`src/rtl/chain_seq_pkg.sv`:
```
package chain_seq_pkg;
  typedef enum logic [1:0] {
    ST_IDLE  = 2'd0,
    ST_RUN   = 2'd1,
    ST_FLUSH = 2'd2
  } seq_state_e;
endpackage

```
`src/rtl/chain_rst_sync.sv`:
```
module chain_rst_sync (
  input  logic clk,
  input  logic rst_n,
  output logic srst_n
);
  logic [1:0] sync_q;

  always_ff @(posedge clk or negedge rst_n) begin
    if (!rst_n) sync_q <= 2'b00;
    else        sync_q <= {sync_q[0], 1'b1};
  end

  assign srst_n = sync_q[1];
endmodule

```
`src/rtl/chain_cfg_mem.sv`:
```
module chain_cfg_mem #(
  parameter int N_WORDS = 64,
  parameter int WORD_W  = 6,
  localparam int IDX_W  = $clog2(N_WORDS)
) (
  input  logic              clk,
  input  logic              we,
  input  logic [IDX_W-1:0]  widx,
  input  logic [WORD_W-1:0] wdata,
  input  logic [IDX_W-1:0]  ridx,
  output logic [WORD_W-1:0] rdata
);
  logic [WORD_W-1:0] store_q [N_WORDS];

  // storage array: written only under the host enable, no reset
  always_ff @(posedge clk) begin
    if (we) store_q[widx] <= wdata;
  end

  assign rdata = store_q[ridx];
endmodule

```
`src/rtl/chain_sig_sel.sv`:
```
module chain_sig_sel #(
  parameter int CODE_W = 5,
  localparam int N_SIG = 1 << CODE_W
) (
  input  logic [N_SIG-1:0]  sig_bus,
  input  logic [CODE_W-1:0] code,
  output logic              sel_bit
);
  assign sel_bit = sig_bus[code];
endmodule

```
`src/rtl/chain_seq_ctrl.sv`:
```
module chain_seq_ctrl
  import chain_seq_pkg::*;
#(
  parameter int IDX_W = 6,
  parameter int CNT_W = 2
) (
  input  logic             clk,
  input  logic             srst_n,
  input  logic             start,
  input  logic             word_flag,
  input  logic             sel_bit,
  input  logic [CNT_W-1:0] last_drv,
  output logic [IDX_W-1:0] rd_idx,
  output logic             busy,
  output logic             ser_bit,
  output logic             ser_vld,
  output logic [CNT_W-1:0] ser_motor,
  output logic             done,
  output logic             proto_err
);
  localparam logic [IDX_W-1:0] IDX_LAST = {IDX_W{1'b1}};

  seq_state_e       state_q, state_d;
  logic [IDX_W-1:0] idx_q, idx_d;
  logic [CNT_W-1:0] cnt_q, cnt_d;
  logic             vld_q, vld_d, bit_q, bit_d, done_q, done_d, err_q, err_d;
  logic [CNT_W-1:0] mot_q, mot_d;
  logic             bit_en, is_final;

  assign is_final = word_flag && (cnt_q == last_drv);
  assign bit_en   = (state_q == ST_RUN);

  always_comb begin
    state_d = state_q;
    idx_d   = idx_q;
    cnt_d   = cnt_q;
    err_d   = err_q;
    vld_d   = 1'b0;
    done_d  = 1'b0;
    bit_d   = bit_q;
    mot_d   = mot_q;
    unique case (state_q)
      ST_IDLE: begin
        if (start) begin
          state_d = ST_RUN;
          idx_d   = '0;
          cnt_d   = '0;
          err_d   = 1'b0;
        end
      end
      ST_RUN: begin
        vld_d = 1'b1;
        bit_d = sel_bit;
        mot_d = cnt_q;
        if (is_final) begin
          state_d = ST_FLUSH;
          cnt_d   = '0;
        end else if (idx_q == IDX_LAST) begin
          state_d = ST_FLUSH;
          cnt_d   = '0;
          err_d   = 1'b1;
        end else begin
          idx_d = idx_q + 1'b1;
          cnt_d = cnt_q + CNT_W'(word_flag);
        end
      end
      ST_FLUSH: begin
        done_d  = 1'b1;
        state_d = ST_IDLE;
      end
      default: state_d = ST_IDLE;
    endcase
  end

  always_ff @(posedge clk or negedge srst_n) begin
    if (!srst_n) begin
      state_q <= ST_IDLE;
      idx_q   <= '0;
      cnt_q   <= '0;
      vld_q   <= 1'b0;
      done_q  <= 1'b0;
      err_q   <= 1'b0;
    end else begin
      state_q <= state_d;
      idx_q   <= idx_d;
      cnt_q   <= cnt_d;
      vld_q   <= vld_d;
      done_q  <= done_d;
      err_q   <= err_d;
    end
  end

  // payload registers: loaded only while words are being read
  always_ff @(posedge clk or negedge srst_n) begin
    if (!srst_n) begin
      bit_q <= 1'b0;
      mot_q <= '0;
    end else if (bit_en) begin
      bit_q <= bit_d;
      mot_q <= mot_d;
    end
  end

  assign rd_idx    = idx_q;
  assign busy      = (state_q != ST_IDLE);
  assign ser_bit   = bit_q;
  assign ser_vld   = vld_q;
  assign ser_motor = mot_q;
  assign done      = done_q;
  assign proto_err = err_q;
endmodule

```
`src/rtl/chain_datagram_seq.sv`:
```
module chain_datagram_seq #(
  parameter int N_ADDR = 32,
  parameter int CODE_W = 5,
  parameter int CNT_W  = 2,
  localparam int N_WORDS = 2 * N_ADDR,
  localparam int WORD_W  = CODE_W + 1,
  localparam int IDX_W   = $clog2(N_WORDS),
  localparam int N_SIG   = 1 << CODE_W
) (
  input  logic              clk,
  input  logic              rst_n,
  input  logic              cfg_we,
  input  logic [IDX_W-1:0]  cfg_widx,
  input  logic [WORD_W-1:0] cfg_wdata,
  input  logic [CNT_W-1:0]  last_drv,
  input  logic [N_SIG-1:0]  sig_bus,
  input  logic              start,
  output logic              busy,
  output logic              ser_bit,
  output logic              ser_vld,
  output logic [CNT_W-1:0]  ser_motor,
  output logic              done,
  output logic              proto_err
);
  logic              srst_n;
  logic [IDX_W-1:0]  rd_idx;
  logic [WORD_W-1:0] rd_word;
  logic              sel_bit;

  chain_rst_sync u_rst (
    .clk    (clk),
    .rst_n  (rst_n),
    .srst_n (srst_n)
  );

  chain_cfg_mem #(.N_WORDS(N_WORDS), .WORD_W(WORD_W)) u_mem (
    .clk   (clk),
    .we    (cfg_we),
    .widx  (cfg_widx),
    .wdata (cfg_wdata),
    .ridx  (rd_idx),
    .rdata (rd_word)
  );

  chain_sig_sel #(.CODE_W(CODE_W)) u_sel (
    .sig_bus (sig_bus),
    .code    (rd_word[CODE_W-1:0]),
    .sel_bit (sel_bit)
  );

  chain_seq_ctrl #(.IDX_W(IDX_W), .CNT_W(CNT_W)) u_ctrl (
    .clk       (clk),
    .srst_n    (srst_n),
    .start     (start),
    .word_flag (rd_word[WORD_W-1]),
    .sel_bit   (sel_bit),
    .last_drv  (last_drv),
    .rd_idx    (rd_idx),
    .busy      (busy),
    .ser_bit   (ser_bit),
    .ser_vld   (ser_vld),
    .ser_motor (ser_motor),
    .done      (done),
    .proto_err (proto_err)
  );
endmodule

```
`config.mk`:
```
export PLATFORM = sky130hd
export DESIGN_NAME = chain_datagram_seq
export DESIGN_NICKNAME = d
export VERILOG_FILES = /design/src/rtl/chain_seq_pkg.sv /design/src/rtl/chain_rst_sync.sv /design/src/rtl/chain_cfg_mem.sv /design/src/rtl/chain_sig_sel.sv /design/src/rtl/chain_seq_ctrl.sv /design/src/rtl/chain_datagram_seq.sv
export SDC_FILE = /design/constraint.sdc
export NUM_CORES = 1
export LEC_CHECK = 0
export ABC_AREA = 1
export BUFFER_PORTS_ARGS = -buffer_cell sky130_fd_sc_hd__buf_2
export CORE_AREA = 4 4 201 223
export CTS_CLUSTER_DIAMETER = 30
export DETAILED_ROUTE_END_ITERATION = 7
export DIE_AREA = 0 0 205 227
export PLACE_DENSITY = 0.52
export RECOVER_POWER = 25
export SLEW_MARGIN = 20
export SYNTH_ARGS = -nofsm -noshare
export SYNTH_HDL_FRONTEND = slang
export SYNTH_SLANG_ARGS = --single-unit
export TNS_END_PERCENT = 1
```
`constraint.sdc`:
```
create_clock -name clk -period 0.9 [get_ports clk]
set_clock_uncertainty 0.1 [all_clocks]
set_input_delay 0.135 -clock clk [delete_from_list [all_inputs] [get_ports clk]]
set_output_delay 0.135 -clock clk [all_outputs]
set_load 0.02 [all_outputs]
```
==> impl_metrics.yaml, run 1 <==
run_status:
  status: "finished, violations left"
  violations: "negative hold slack, negative setup slack"
global_routing:
  grt_pass1_vias: 12200
  antenna_found_initial: 0
  gr-usage-all-layers_pct: 20.7
  grt_max_degree: 48
  grt_pass1_wl_mm: 72.6
  overflow: 0
power_and_ir_drop:
  power_mw: 76.2
  p_leak_nw: 9.06
  power_per_cell_area_nw_per_um2: 3260
  ir_drop_uv: 1800
yosys:
  synth_edf_count: 384
  syn_nets: 1477
  postSynth.asyncResetShare_pct: 4.48
  synth_flop_cell: "edfxtp_1"
  yosysMostFrequentCell: "edfxtp_1"
  synthMuxAreaShare_pct: 0
  synth.ff_latch_count: 402
  syn-cell-area_um2: 16900
  synth.distinct_cells: 35
  synth_xor_area_share_pct: 0.208
  syn-instance-count: 1425
  syn-mean-instance-area_um2: 11.8
  yosys.area.top_type: "edfxtp_1"
  synth_top_area_share_pct: 68.4
  synth_top_family_by_area: "simple AND/OR/NAND/NOR gates"
  synth-seq-area-share_pct: 71.0
  synth_simple_gate_area_share_pct: 16.8
  synth_warnings: 0
  ys_top_cells_by_area: "edfxtp_1 (68%), nand2_1 (7.2%), nand3_1 (5.1%), nor2_1 (2.8%), dfrtp_1 (2.7%)"
  synthAdderAreaFrac_pct: 0.148
  synth_compound_area_share_pct: 7.31
  yosys-top-cells-count: "edfxtp_1 (384), nand2_1 (324), nand3_1 (172)"
clock_network:
  cts_tree: "built"
  cts_sinks: 402
  insertion_delay_ns: 0.60
  cts_buffers: 80
  clockBufferDepth: 3
  path_clk_slew_ns: 0.05
  cts_htree_levels: 3
  clockRootBuffer: "clkbuf_16"
  cts_hold_buf: 9
sta:
  finalWorstSetupSlack_ns: -1.76
  fmax_ghz: 0.376
  rsz0062_at_grt: "true"
  maxSlewHeadroom_pct: 66.4
  fin_hold_ws_ns: -0.0561
  period_minus_slack_ns: 2.66
  setup_violations: 152
  max_slew.worst_pin.slew_ns: 0.504
  final_hold_viol_count: 5
  drv_slew: 0
  tns_ns: -25.33
  timing.final.crit_share_pct: 296
drt:
  antenna_left: 0
  drc: 0
  wl_per_cell_um: 21.4
  drt-initial-drc-count: 990
  drt-pass1-iter-count: 5
  drt-vias-per-instance: 5.22
  vias: 12500
  drt-total-wl_mm: 51.2
placement:
  io_buffers: 56
  hpwlAfterDp_mm: 30.6
  place_congestion: 0.870
  place_inst: 2202
flow_run:
  cap_violations: 0
finish:
  multi_input_area_um2: 4650
  fin_nets: 1812
  stdcell_count: 2391
  diodes: 0
  nFillCells: 3589
  seqCellArea_um2: 12000
  syn_to_final_growth_pct: 38.5
  drive_gt1_share_pct: 31.1
  finish.utilization_pct: 55.3
setup_path:
  path_max_fanout: 9
  worstPathArrival_ns: 3.03
  worst_ep_required_time_ns: 1.27
  startpoint_type: "flop"
  end_kind: "flop"
  worst-setup-path-type: "flop to flop"
die:
  fp.dieH_um: 227
  initial_core_util_pct: 40.0
  num_rows: 79
  die_area_um2: 46500
  dieWidth_um: 205
  coreArea_um2: 42200
  io_pins: 57
hold_path:
  hold_path.class: "input pin to flop"
layout make-up:
cell class,count,share of cell area [%]
clock buffers,87,8.87
clock inverters,59,2.90
inverters,66,1.18
multi-input cells,881,19.9
flip-flops and latches,402,51.3
well taps,567,3.04
repair buffers,329,12.8
kinds of logic after synthesis:
kind of cell | Yosys count
buf+inv | 145
other cells | 1
flops | 402
xor+xnor | 4
compound gates | 206
simple gates | 665
fa+ha+maj | 2
layout by cell type (no fill, tap or decap), types with 28 or more instances in the layout:
cell / count
buf_2: 51
inv_1: 53
edfxtp_1: 384
nand2_1: 300
nor2_1: 114
a22oi_1: 28
clkbuf_16: 90
buf_4: 178
a21oi_1: 80
nand3_1: 130
nand3_2: 42
buf_12: 28
through the flow:
stage               setup slack, ns  area, um^2
finish                        -1.76       23400
global route                  -1.93       23400
CTS                           -1.68       22400
detailed placement            -1.74       19500
global placement              -1.74       19500
floorplan                     -1.17       16900
timing repair:
item                                    in CTS  in global routing
cloned                                       2                 12
pin swaps                                    0                 65
hold endpoints to repair                   393                  5
resized for setup                           15                152
setup buffers                                1                 20
endpoints found under the setup margin      27                 74
report_power, final:
group / leakage [nW] / switching [mW] / internal (mW)
Clock: 1.33 / 10.0 / 19.9
Combinational: 4.05 / 14.6 / 10.4
Sequential: 3.69 / 0.375 / 20.9
Total: 9.06 / 25.0 / 51.2
worst max-delay path, stage by stage, from the launching register on:
cell and delay, ns:
dfrtp_4 0.58, clkinv_8 0.13, buf_12 0.14, buf_6 0.12, clkbuf_16 0.16, nand2_1 0.05
a32o_1 0.24, o211ai_1 0.31, o211ai_1 0.21, nand3_1 0.16, nand2_2 0.08, inv_1 0.06
nand3_1 0.07, nand3_1 0.08, nand2_1 0.05
sequential cells by signal, summed over array words and instances, names as in the netlist:
register and flops:
u_mem.store_q 384, u_ctrl.rd_idx 6, u_ctrl.cnt_q 2, u_ctrl.ser_motor 2, u_ctrl.state_q 2, u_rst.sync_q 2, u_ctrl.done 1, u_ctrl.proto_err 1
u_ctrl.ser_bit 1, u_ctrl.ser_vld 1
final timing paths:
path | startpoint | to | slack (ns) | cells past startpoint
setup reg to reg | u_ctrl.rd_idx[0] | u_ctrl.ser_bit | -1.76 | 14
setup / recovery | u_ctrl.rd_idx[0] | u_ctrl.ser_bit | -1.76 | 14
hold reg to reg | u_rst.sync_q[1] | u_ctrl.cnt_q[1] | 0.20 | 1
max in group asynchronous | u_rst.sync_q[1] | u_ctrl.rd_idx[0] | 0.11 | 1
hold / removal | start | u_ctrl.rd_idx[2] | -0.06 | 5
min in group asynchronous | u_rst.sync_q[1] | u_ctrl.cnt_q[1] | 0.20 | 1
per-layer routing:
metal | routed length [um] | GRT usage [%] | up-vias
met3 | 3310 | 4.10 | 71
met4 | 1100 | 7.26 | 0
met2 | 24500 | 33.1 | 427
li1 | - | - | 5825
met1 | 22300 | 28.6 | 6153
met5 | 0 | 0 | -
No activity file was read; power rests on OpenSTA's default activity.
==> run 2, diff against run 1 <==
--- a/config.mk
+++ b/config.mk
@@ -13,6 +13,7 @@
 export DIE_AREA = 0 0 205 227
 export PLACE_DENSITY = 0.52
 export RECOVER_POWER = 25
+export REMOVE_ABC_BUFFERS = 1
 export SLEW_MARGIN = 20
 export SYNTH_ARGS = -nofsm -noshare
 export SYNTH_HDL_FRONTEND = slang
==> impl_metrics.yaml, run 2 (synthesis gave the netlist of run 1 again) <==
finish:
  final_cell_mix: "edfxtp_1 (384), nand2_1 (318), buf_4 (191)"
  fin_area_um2: 23100
  stdcell_count: 2390
  fin_nets: 1801
  drive_gt1_share_pct: 27.3
  largest_register_ffs: 384
  largest_register: "u_mem.store_q"
  diodes: 0
  syn_to_final_growth_pct: 36.7
  final_common_cell: "edfxtp_1"
clock_network:
  cts_htree_levels: 3
  cts_sinks: 402
  cts_tree: "built"
  path_clk_slew_ns: 0.04
  clockRootBuffer: "clkbuf_16"
  cts_hold_buf: 15
  insertion_delay_ns: 0.61
  cts_buffers: 89
  clockBufferDepth: 3
power_and_ir_drop:
  power_mw: 76.2
  power_per_cell_area_nw_per_um2: 3300
  p_leak_nw: 8.96
  ir_drop_uv: 1590
sta:
  final_hold_viol_count: 8
  drv_slew: 0
  timing.final.crit_share_pct: 291
  setup_violations: 119
  finalWorstSetupSlack_ns: -1.72
  tns_ns: -25.92
  fmax_ghz: 0.382
  rsz0062_at_grt: "true"
  period_minus_slack_ns: 2.62
  fin_hold_ws_ns: -0.0524
global_routing:
  grt_pass1_vias: 12300
  gr-usage-all-layers_pct: 20.8
  overflow: 0
  grt_max_degree: 47
  grt_pass1_wl_mm: 73.2
  antenna_found_initial: 0
setup_path:
  worst-setup-path-type: "flop to flop"
  end_kind: "flop"
  setup.worst_path.start: "u_ctrl.rd_idx[0]"
  path_cells: "buf_6 > bufbuf_16 > buf_12 > buf_4 > nor2_2 > o21ai_2 > a21oi_2 > nand3_1 > nand3_2 > nand2_2 > nand3_2 > nand2_2 > inv_2 > nand2_1 > xor2_1 > nor2_1"
  cp_slowest_cell: "dfrtp_4"
  r2r-start: "u_ctrl.rd_idx[0]"
  path_max_fanout: 15
  startpoint_type: "flop"
  critical-path-max-stage-delay_ns: 0.54
  worst_ep_required_time_ns: 1.29
  worstPathArrival_ns: 3.01
drt:
  drt-vias-per-instance: 5.15
  drc: 0
  antenna_left: 0
  drt-pass1-iter-count: 5
  drt-initial-drc-count: 1100
  drt-total-wl_mm: 48.4
  wl_per_cell_um: 20.2
  vias: 12300
die:
  dieWidth_um: 205
  fp.dieH_um: 227
  coreArea_um2: 42200
  initial_core_util_pct: 40.0
  die_area_um2: 46500
  io_pins: 57
  num_rows: 79
hold_path:
  holdCritStartpoint: "start"
  hold_path.class: "input pin to flop"
run_status:
  violations: "negative hold slack, negative setup slack"
  status: "finished, violations left"
placement:
  hpwlAfterDp_mm: 30.7
  dpl_cell_area_um2: 19400
  place_inst: 2197
  place_congestion: 0.875
  io_buffers: 56
flow_run:
  cap_violations: 0
[run 2: timing repair]
item	4_1_cts	5_1_grt
gates resized for setup	33	42
buffers inserted	2	6
setup endpoints to repair	27	72
pin swaps	19	17
hold endpoints to repair	408	6
gates cloned	4	1
[run 2: final cells by class]
cell class,count,area (um^2)
clock inverter,70,822
tap,567,709
clock buffer,95,2270
fill,3591,19200
timing repair buffer,312,2670
multi-input combinational,878,4340
sequential,402,12000
inverter,66,258
[run 2: where the power goes]
group | leakage, nW | total, mW | internal (mW) | switching [mW]
registers | 3.69 | 21.2 | 20.9 | 0.274
logic | 3.77 | 21.9 | 8.82 | 13.1
clock network | 1.50 | 33.1 | 22.6 | 10.5
[run 2: path summary, 6_finish.rpt]
kind,to,slack [ns],depth (start not counted)
min in group asynchronous,u_ctrl.rd_idx[4],0.17,1
max in group asynchronous,u_ctrl.rd_idx[0],0.19,1
min,u_ctrl.rd_idx[2],-0.05,5
min reg2reg,u_ctrl.rd_idx[4],0.17,1
max,u_ctrl.rd_idx[2],-1.72,16
max reg2reg,u_ctrl.rd_idx[2],-1.72,16
[run 2: routing by layer]
metal | vias to the layer above | routed length (um) | GRT usage [%]
li1 | 5801 | - | -
met1 | 6045 | 20700 | 27.7
met2 | 390 | 23200 | 34.2
met3 | 82 | 3200 | 4.20
met4 | 0 | 1290 | 7.93
met5 | - | 0 | 0
[run 2: stage by stage]
stage / setup slack (ns) / util, %
4_1_cts: -1.73 / 54.3
3_5_place_dp: -1.83 / 46.0
3_3_place_gp: -1.81 / 46.0
6_report: -1.72 / 54.6
2_1_floorplan: -6.14 / -
5_1_grt: -1.88 / 54.6
[run 2: worst max-delay path, delay by kind of cell (launching register included)]
kind / cells / cell delay, ns
buffers and inverters: 5 / 0.81
and+or+nand+nor: 8 / 0.65
DFF: 1 / 0.54
AOI/OAI and AO/OA: 2 / 0.24
xor gates and xnor gates: 1 / 0.13
==> run 3, diff against run 2 <==
--- a/config.mk
+++ b/config.mk
@@ -11,6 +11,7 @@
 export CTS_CLUSTER_DIAMETER = 30
 export DETAILED_ROUTE_END_ITERATION = 7
 export DIE_AREA = 0 0 205 227
+export MAX_ROUTING_LAYER = met4
 export PLACE_DENSITY = 0.52
 export RECOVER_POWER = 25
 export REMOVE_ABC_BUFFERS = 1
==> impl_metrics.yaml, run 3 (synthesis gave the netlist of run 1 again) <==
drt:
  drt-vias-per-instance: 5.14
  antenna_left: 0
  vias: 12300
  drt-initial-drc-count: 1109
  wl_per_cell_um: 20.3
  drt-total-wl_mm: 48.5
  drc: 0
  drt-pass1-iter-count: 5
flow_run:
  cap_violations: 0
die:
  coreArea_um2: 42200
  initial_core_util_pct: 40.0
  die_area_um2: 46500
  num_rows: 79
  fp.dieH_um: 227
  dieWidth_um: 205
  io_pins: 57
setup_path:
  reg2regPathDepth: 15
  startpoint_type: "flop"
  worstPathArrival_ns: 3.08
  r2r-start: "u_ctrl.rd_idx[0]"
  reg2reg_to: "u_ctrl.ser_bit"
  worst_ep_required_time_ns: 1.33
  end_kind: "flop"
  reg2reg_slack_ns: -1.74
  worst-setup-path-type: "flop to flop"
  path_max_fanout: 15
power_and_ir_drop:
  combPwrFrac_pct: 28.8
  p_int_mw: 52.3
  switchingPower_mw: 23.8
  power_mw: 76.2
  power_per_cell_area_nw_per_um2: 3300
  p_sw_share_pct: 31.3
  p_seq_share_pct: 27.8
  pwr-share-clk_pct: 43.4
  p_leak_nw: 8.96
  ir_drop_uv: 1590
finish:
  fin_area_um2: 23100
  diodes: 0
  largest_register_ffs: 384
  drive_gt1_share_pct: 27.3
  nFillCells: 3591
  syn_to_final_growth_pct: 36.7
  final_cell_mix: "edfxtp_1 (384), nand2_1 (318), buf_4 (191)"
  final_common_cell: "edfxtp_1"
  fin_nets: 1801
  largest_register: "u_mem.store_q"
clock_network:
  cts_sinks: 402
  clockBufferDepth: 3
  cts_hold_buf: 15
  path_clk_slew_ns: 0.04
  cts_tree: "built"
  insertion_delay_ns: 0.61
  cts_htree_levels: 3
  cts_buffers: 89
  clockRootBuffer: "clkbuf_16"
sta:
  rsz0062_at_grt: "true"
  fin_hold_ws_ns: -0.0492
  timing.final.crit_share_pct: 293
  finalWorstSetupSlack_ns: -1.74
  final_hold_viol_count: 6
  fmax_ghz: 0.379
  setup_violations: 134
  period_minus_slack_ns: 2.64
  drv_slew: 0
global_routing:
  grt_pass1_vias: 12300
  gr-usage-all-layers_pct: 21.5
  grt_pass1_wl_mm: 73.1
  antenna_found_initial: 0
  overflow: 0
  grt_max_degree: 47
hold_path:
  hold_path.class: "input pin to flop"
  holdCritStartpoint: "last_drv[0]"
  hold_end: "u_ctrl.cnt_q[1]"
  hold_depth: 5
run_status:
  violations: "negative hold slack, negative setup slack"
  status: "finished, violations left"
placement:
  hpwlAfterDp_mm: 30.7
  io_buffers: 56
  dpl_cell_area_um2: 19400
  place_congestion: 0.893
[run 3: cell counts in the layout (fill, tap and decap cells not counted)]
Identical to the previous run, type by type.
[run 3: cell type report]
type | instances | area [um^2] | share of cell area (%)
Multi-Input combinational cell | 878 | 4340 | 18.8
Inverter | 66 | 258 | 1.12
Clock buffer | 95 | 2270 | 9.85
Timing Repair Buffer | 312 | 2670 | 11.6
Sequential cell | 402 | 12000 | 52.0
Clock inverter | 70 | 822 | 3.57
Tap cell | 567 | 709 | 3.08
[run 3: how the worst max path moves through the flow]
| stage | cells past startpoint | startpoint | to |
|---|---|---|---|
| floorplan | 15 | u_ctrl.rd_idx[0] | u_ctrl.rd_idx[2] |
| global placement | 16 | u_ctrl.rd_idx[0] | u_ctrl.rd_idx[2] |
| detailed placement | 16 | u_ctrl.rd_idx[0] | u_ctrl.rd_idx[2] |
| CTS | 20 | u_ctrl.rd_idx[0] | u_ctrl.ser_bit |
| global route | 19 | u_ctrl.rd_idx[0] | u_ctrl.ser_bit |
| finish | 15 | u_ctrl.rd_idx[0] | u_ctrl.ser_bit |
[run 3: through the flow]
stage	instances	util, %	worst slack (ns)	setup TNS [ns]
final	2390	54.6	-1.74	-26.34
after global routing	2390	54.6	-1.88	-33.84
after CTS	2383	54.3	-1.73	-23.34
after detailed placement	2197	46.0	-1.83	-221.89
after global placement	2197	46.0	-1.81	-214.94
after floorplan	1346	-	-6.14	-235.11
[run 3: what timing repair did]
action                                  CTS  global route
buffers inserted                          2             6
pin swaps                                19            17
gates resized for setup                  33            42
cloned                                    4             1
endpoints found under the setup margin   27            72
endpoints found under the hold margin   408             6
[run 3: power by group through the flow]
| stage | clock network, mW | logic (mW) | registers (mW) |
|---|---|---|---|
| floorplan | 0 | 5.77 | 22.0 |
| global placement | 0 | 19.6 | 21.5 |
| detailed placement | 0 | 19.7 | 21.5 |
| CTS | 33.5 | 21.3 | 21.2 |
| global route | 34.6 | 23.8 | 21.2 |
| finish | 33.1 | 21.9 | 21.2 |
[run 3: critical path: stages, from the launching register on]
cell and delay, ns:
dfrtp_4 0.54, buf_6 0.16, bufbuf_16 0.28, buf_12 0.15
a21oi_1 0.15, a22oi_2 0.12, or2_0 0.23, nand3_1 0.11
nand3_2 0.15, nand2_4 0.15, inv_2 0.06, nand3_1 0.09
nand3_1 0.08, nand3_1 0.09, nand3_1 0.06, nand2_1 0.06
[run 3: metal layers]
metal / routed length [um] / vias up / GRT usage [%]
met4: 1080 / 0 / 7.93
met2: 23400 / 418 / 34.1
met5: 0 / - / -
li1: - / 5803 / -
met1: 20800 / 5992 / 27.7
met3: 3150 / 77 / 4.20
